[config.mk]
export PLATFORM = sky130hd
export DESIGN_NAME = evt_marker_top
export DESIGN_NICKNAME = d
export VERILOG_FILES = /design/src/rtl/evt_marker_pkg.sv /design/src/rtl/evt_sync.sv /design/src/rtl/dly_cfg.sv /design/src/rtl/dly_counter.sv /design/src/rtl/out_stage.sv /design/src/rtl/evt_marker_top.sv
export SDC_FILE = /design/constraint.sdc
export NUM_CORES = 1
export LEC_CHECK = 0
export CAP_MARGIN = 20
export CORE_MARGIN = 4
export CORE_UTILIZATION = 43
export CTS_CLUSTER_DIAMETER = 30
export DETAILED_ROUTE_END_ITERATION = 10
export HOLD_SLACK_MARGIN = 0.03
export PLACE_DENSITY = 0.65
export SETUP_SLACK_MARGIN = 0.05
export SLEW_MARGIN = 20
export SYNTH_ARGS = -nofsm -noshare
export SYNTH_HDL_FRONTEND = slang
export SYNTH_HIERARCHICAL = 1
export SYNTH_SLANG_ARGS = --single-unit
[constraint.sdc]
create_clock -name clk -period 2.3 [get_ports clk]
set_clock_uncertainty 0.1 [all_clocks]
set_input_delay 0.46 -clock clk [delete_from_list [all_inputs] [get_ports clk]]
set_output_delay 0.46 -clock clk [all_outputs]
set_load 0.005 [all_outputs]
[src/rtl/evt_marker_pkg.sv]
package evt_marker_pkg;
  localparam int DLY_W       = 16;
  localparam int ADDR_W      = 8;
  localparam int STAT_W      = 8;
  localparam int MARK_BIT    = 7;
  localparam int SYNC_STAGES = 2;
  localparam logic [ADDR_W-1:0] DLY_ADDR = 8'h29;
endpackage

[src/rtl/evt_sync.sv]
module evt_sync #(
  parameter int STAGES = 2
) (
  input  logic clk,
  input  logic rst,
  input  logic async_in,
  output logic edge_pulse
);
  logic [STAGES-1:0] chain;
  logic              last_lvl;

  genvar g;
  generate
    for (g = 0; g < STAGES; g++) begin : g_stage
      if (g == 0) begin : g_first
        always_ff @(posedge clk) begin
          if (rst) chain[0] <= 1'b0;
          else     chain[0] <= async_in;
        end
      end else begin : g_next
        always_ff @(posedge clk) begin
          if (rst) chain[g] <= 1'b0;
          else     chain[g] <= chain[g-1];
        end
      end
    end
  endgenerate

  always_ff @(posedge clk) begin
    if (rst) last_lvl <= 1'b0;
    else     last_lvl <= chain[STAGES-1];
  end

  assign edge_pulse = chain[STAGES-1] & ~last_lvl;
endmodule

[src/rtl/dly_cfg.sv]
module dly_cfg #(
  parameter int ADDR_W = 8,
  parameter int DLY_W  = 16,
  parameter logic [ADDR_W-1:0] REG_ADDR = '0
) (
  input  logic              clk,
  input  logic              rst,
  input  logic              we,
  input  logic [ADDR_W-1:0] addr,
  input  logic [DLY_W-1:0]  wdata,
  output logic [DLY_W-1:0]  dly_q
);
  logic hit_addr;
  assign hit_addr = we && (addr == REG_ADDR);

  always_ff @(posedge clk) begin
    if (rst)           dly_q <= '0;
    else if (hit_addr) dly_q <= wdata;
  end
endmodule

[src/rtl/dly_counter.sv]
module dly_counter #(
  parameter int DLY_W = 16
) (
  input  logic             clk,
  input  logic             rst,
  input  logic             edge_pulse,
  input  logic             strobe,
  input  logic [DLY_W-1:0] dly,
  output logic             hit
);
  logic [DLY_W-1:0] remain;
  logic             armed;
  logic             at_zero;

  assign at_zero = (remain == '0);
  assign hit     = strobe & armed & ~edge_pulse & at_zero;

  always_ff @(posedge clk) begin
    if (rst) begin
      remain <= '0;
      armed  <= 1'b0;
    end else if (edge_pulse) begin
      remain <= dly;
      armed  <= 1'b1;
    end else if (strobe && armed) begin
      if (at_zero) armed  <= 1'b0;
      else         remain <= remain - 1'b1;
    end
  end
endmodule

[src/rtl/out_stage.sv]
module out_stage #(
  parameter int STAT_W   = 8,
  parameter int MARK_BIT = 7
) (
  input  logic              clk,
  input  logic              rst,
  input  logic              strobe,
  input  logic [STAT_W-1:0] stat_in,
  input  logic              hit,
  output logic              vld_out,
  output logic [STAT_W-1:0] stat_out
);
  logic [STAT_W-1:0] stat_nxt;

  always_comb begin
    stat_nxt           = stat_in;
    stat_nxt[MARK_BIT] = hit;
  end

  always_ff @(posedge clk) begin
    if (rst) begin
      vld_out  <= 1'b0;
      stat_out <= '0;
    end else begin
      vld_out  <= strobe;
      stat_out <= strobe ? stat_nxt : '0;
    end
  end
endmodule

[src/rtl/evt_marker_top.sv]
module evt_marker_top
  import evt_marker_pkg::*;
#(
  parameter int DW = DLY_W,
  parameter int AW = ADDR_W,
  parameter int SW = STAT_W,
  parameter int MB = MARK_BIT,
  parameter int NS = SYNC_STAGES,
  parameter logic [AW-1:0] RA = DLY_ADDR
) (
  input  logic          clk,
  input  logic          rst,
  input  logic          evt_in,
  input  logic          cfg_we,
  input  logic [AW-1:0] cfg_addr,
  input  logic [DW-1:0] cfg_wdata,
  input  logic          smp_valid,
  input  logic [SW-1:0] stat_in,
  output logic          vld_out,
  output logic [SW-1:0] stat_out
);
  logic          edge_det;
  logic [DW-1:0] dly_q;
  logic          mark_hit;

  evt_sync #(.STAGES(NS)) u_sync (
    .clk(clk), .rst(rst), .async_in(evt_in), .edge_pulse(edge_det)
  );

  dly_cfg #(.ADDR_W(AW), .DLY_W(DW), .REG_ADDR(RA)) u_cfg (
    .clk(clk), .rst(rst), .we(cfg_we), .addr(cfg_addr),
    .wdata(cfg_wdata), .dly_q(dly_q)
  );

  dly_counter #(.DLY_W(DW)) u_cnt (
    .clk(clk), .rst(rst), .edge_pulse(edge_det), .strobe(smp_valid),
    .dly(dly_q), .hit(mark_hit)
  );

  out_stage #(.STAT_W(SW), .MARK_BIT(MB)) u_out (
    .clk(clk), .rst(rst), .strobe(smp_valid), .stat_in(stat_in),
    .hit(mark_hit), .vld_out(vld_out), .stat_out(stat_out)
  );
endmodule

==> impl_summary.txt <==
----------------------------------------------------
[Global routing]
  Maximum number of pins on one net before global-route repair ... 63
  Total congestion overflow ... 0
  Number of global-route vias before repair ... 1763
  Initial antenna violation count ... 0
  Wire length of the first global-routing pass ... 7870 µm
  Overall Global Routing Usage ... 0.158

[Clock tree]
  Total clock buffers created by CTS ... 5
  Number of gates resized after cts ... 0
  Clock-pin transition on the worst setup and hold timing paths ... 0.08 ns
  CTS tree ... yes
  Hold_buf cts ... 0
  CTS Sinks ... 45
  H-tree depth ... 2
  Library cell used as clock root buffer ... sky130_fd_sc_hd__clkbuf_8
  Later-pin clock latency in the skew report ... 0.29 ns
  Maximum number of buffers from clock root to sink ... 2

[Placed design]
  HPWL reported at the end of detailed placement ... 3250 µm
  Post-Place Cells ... 342
  Placement Cell Area ... 2720 µm²
  Port-buffer cells ... 44
  Placer's final routability congestion estimate ... 0.841

[Pwr]
  Overall power ... 1.65 mW
  Static Leakage ... 1.02 nW
  Worst supply voltage drop on vdd ... 260 µV
  Power density of the placed cells ... 585 nW/µm²

[Synth]
  Synthesized flop and latch total ... 45
  Post-Syn Area per Cell ... 9.30 µm²
  Most numerous cell in the Yosys netlist ... sky130_fd_sc_hd__dfxtp_1
  Post-synthesis instance total ... 234
  Post-synth cell types ... 49
  Synth warn ... 6
  Cell type with the largest total area after synthesis ... sky130_fd_sc_hd__dfxtp_1
  Cell types occupying the most area after synthesis ... sky130_fd_sc_hd__dfxtp_1 (41%), sky130_fd_sc_hd__nand2b_1 (9.5%), sky130_fd_sc_hd__mux2i_1 (7.4%), sky130_fd_sc_hd__and3b_1 (3.2%), sky130_fd_sc_hd__nor2_1 (2.9%)
  Primary FF master, synth ... sky130_fd_sc_hd__dfxtp_1
  Area share of the largest cell type after synthesis ... 0.414
  Commonest cells in the synthesized netlist ... sky130_fd_sc_hd__dfxtp_1 (45), sky130_fd_sc_hd__nand2b_1 (33), sky130_fd_sc_hd__nor2_1 (17), sky130_fd_sc_hd__mux2i_1 (16), sky130_fd_sc_hd__a21oi_1 (12)
  Combined area of all synthesized cells ... 2180 µm²
  FFs w/ async S/R, synth ... 0
  Total nets after synthesis ... 272
  Number of enable flip-flop cells after synthesis ... 0
  Sequential area share after synthesis ... 0.414

[Die]
  # rows ... 25
  Initial Util ... 0.452
  Std-Cell Core Area ... 4820 µm²
  Die outline area ... 6260 µm²
  Number of primary I/O pins ... 46
  Die Ht ... 79.1 µm
  Die Span X ... 79.1 µm

[Final layout]
  Filler cell count ... 439
  Antenna cells ... 0
  Final-stage net count ... 321
  Final standard cell area without fillers ... 2820 µm²
  Non-Filler Instances ... 350
  Fraction of final layout cells sized beyond drive strength 1 ... 0.0883
  Area overhead of the layout relative to synthesis ... 29.4%
  End-of-flow core utilization ... 0.585

[Critical path]
  Required time at the endpoint of the critical path ... 2.36 ns
  CP Launch Type ... flip-flop
  Crit path kind ... flip-flop to flip-flop
  Endpoint type of the worst setup path ... flip-flop
  Maximum fanout encountered on the critical timing path ... 6
  Arrival time worst endpoint ... 2.13 ns

[STA]
  Maximum clock frequency ... 0.483 GHz
  Worst-margin pin slew ... 0.470 ns
  Final setup violation count ... 0
  Tightest slew margin relative to the limit ... 0.683
  Time the final worst path needs with I/O delays and setup ... 2.07 ns
  Setup TNS ... 0 ns
  Final clock period utilization by the worst path ... 0.899
  RSZ-0062 raised after global routing ... no
  Final number of hold-violating endpoints ... 0
  Max-slew violation count ... 0

[Detailed routing]
  Count of antenna-violating nets left after detailed routing ... 0
  Vias per inst ... 5.13
  Post-route DRC violation count ... 0
  WL/cell ... 13.3 µm
  Number of detailed-routing iterations run before antenna repair ... 4
  Sum of routed wire length over all layers ... 4640 µm
  Violation count after the first detailed-route iteration ... 105
  Vias post-DR ... 1794

[Status]
  Run status ... completed

[Job]
  MaxCap Viol Count ... 0

[Worst hold path]
  Worst Hold Class ... flip-flop to flip-flop

----------------------------------------------------
sequential cells by signal (all words and copies together), names as in the netlist:
signal / count
u_sync/chain: 2
u_cnt/armed: 1
u_sync/last_lvl: 1
u_out/vld_out: 1
u_cnt/remain: 16
u_cfg/dly_q: 16
u_out/stat_out: 8
cells by family after synthesis:
| logic type | count (synthesis) | share of synthesized area |
|---|---|---|
| fa+ha+maj | 1 | 0.00575 |
| mux | 16 | 0.0736 |
| xor+xnor | 7 | 0.0282 |
| compound gates | 34 | 0.105 |
| buf+inv | 20 | 0.0460 |
| simple gates | 111 | 0.328 |
| flops | 45 | 0.414 |
cell usage in the layout, fill, tap and decap left out, types with 3 or more instances in the layout:
cell type,n
sky130_fd_sc_hd__xor2_1,4
sky130_fd_sc_hd__nor2_1,17
sky130_fd_sc_hd__inv_1,8
sky130_fd_sc_hd__mux2i_1,16
sky130_fd_sc_hd__nor3_1,9
sky130_fd_sc_hd__and3b_1,8
sky130_fd_sc_hd__a21oi_1,12
sky130_fd_sc_hd__dfxtp_1,45
sky130_fd_sc_hd__nand2_1,5
sky130_fd_sc_hd__o21a_1,4
sky130_fd_sc_hd__nand2b_1,33
sky130_fd_sc_hd__buf_4,8
sky130_fd_sc_hd__nand4_1,6
sky130_fd_sc_hd__nand3_1,6
sky130_fd_sc_hd__nor2b_1,4
sky130_fd_sc_hd__nor4_1,4
sky130_fd_sc_hd__a211oi_1,5
sky130_fd_sc_hd__xnor2_1,3
sky130_fd_sc_hd__o21ai_0,4
sky130_fd_sc_hd__clkdlybuf4s50_1,44
sky130_fd_sc_hd__clkbuf_8,6
metal layers:
layer  track usage  part of all wire  up-vias
li1              -                 -      922
met1         0.199              0.48      821
met2         0.253              0.46       43
met3        0.0317             0.039        8
met4        0.0825             0.020        0
met5             0                 0        -
what timing repair did:
action,4_1_cts,5_1_grt
setup buffers,0,1
endpoints found under the hold margin,0,0
endpoints found under the setup margin,0,2
worst max-delay path, stage by stage, from the launching register on:
cell                       delay [ns]
sky130_fd_sc_hd__dfxtp_1         0.34
sky130_fd_sc_hd__inv_1           0.06
sky130_fd_sc_hd__ha_1            0.19
sky130_fd_sc_hd__nor4b_4         0.37
sky130_fd_sc_hd__nand2_1         0.14
sky130_fd_sc_hd__or4_1           0.49
sky130_fd_sc_hd__o21ai_0         0.16
sky130_fd_sc_hd__a221oi_1        0.09
through the flow:
stage | hold WS, ns | setup slack [ns]
floorplan | 0.314 | 0.402
global placement | 0.335 | 0.203
detailed placement | 0.355 | 0.168
CTS | 0.366 | 0.166
global route | 0.381 | 0.0541
finish | 0.360 | 0.231
report_power, final:
group / internal, mW / leakage [nW] / switching (mW)
clock network: 0.238 / 0.0443 / 0.238
logic: 0.187 / 0.612 / 0.150
registers: 0.805 / 0.366 / 0.0281
worst paths after layout:
kind | startpoint | end | slack, ns | cells after the start
setup / recovery | u_cnt/remain[0] | u_cnt/remain[14] | 0.23 | 7
hold / removal | u_sync/chain[0] | u_sync/chain[1] | 0.36 | 1
setup reg to reg | u_cnt/remain[0] | u_cnt/remain[14] | 0.23 | 7
hold reg to reg | u_sync/chain[0] | u_sync/chain[1] | 0.36 | 1
layout make-up:
type | count | area (µm²) | area share
Clock buffer | 7 | 86.3 | 0.0307
Inverter | 8 | 30.0 | 0.0107
Multi-Input combinational cell | 169 | 1170 | 0.417
Sequential cell | 45 | 901 | 0.320
Tap cell | 67 | 83.8 | 0.0298
Timing Repair Buffer | 54 | 541 | 0.192
Note: power is estimated with default switching activity, not from simulation.
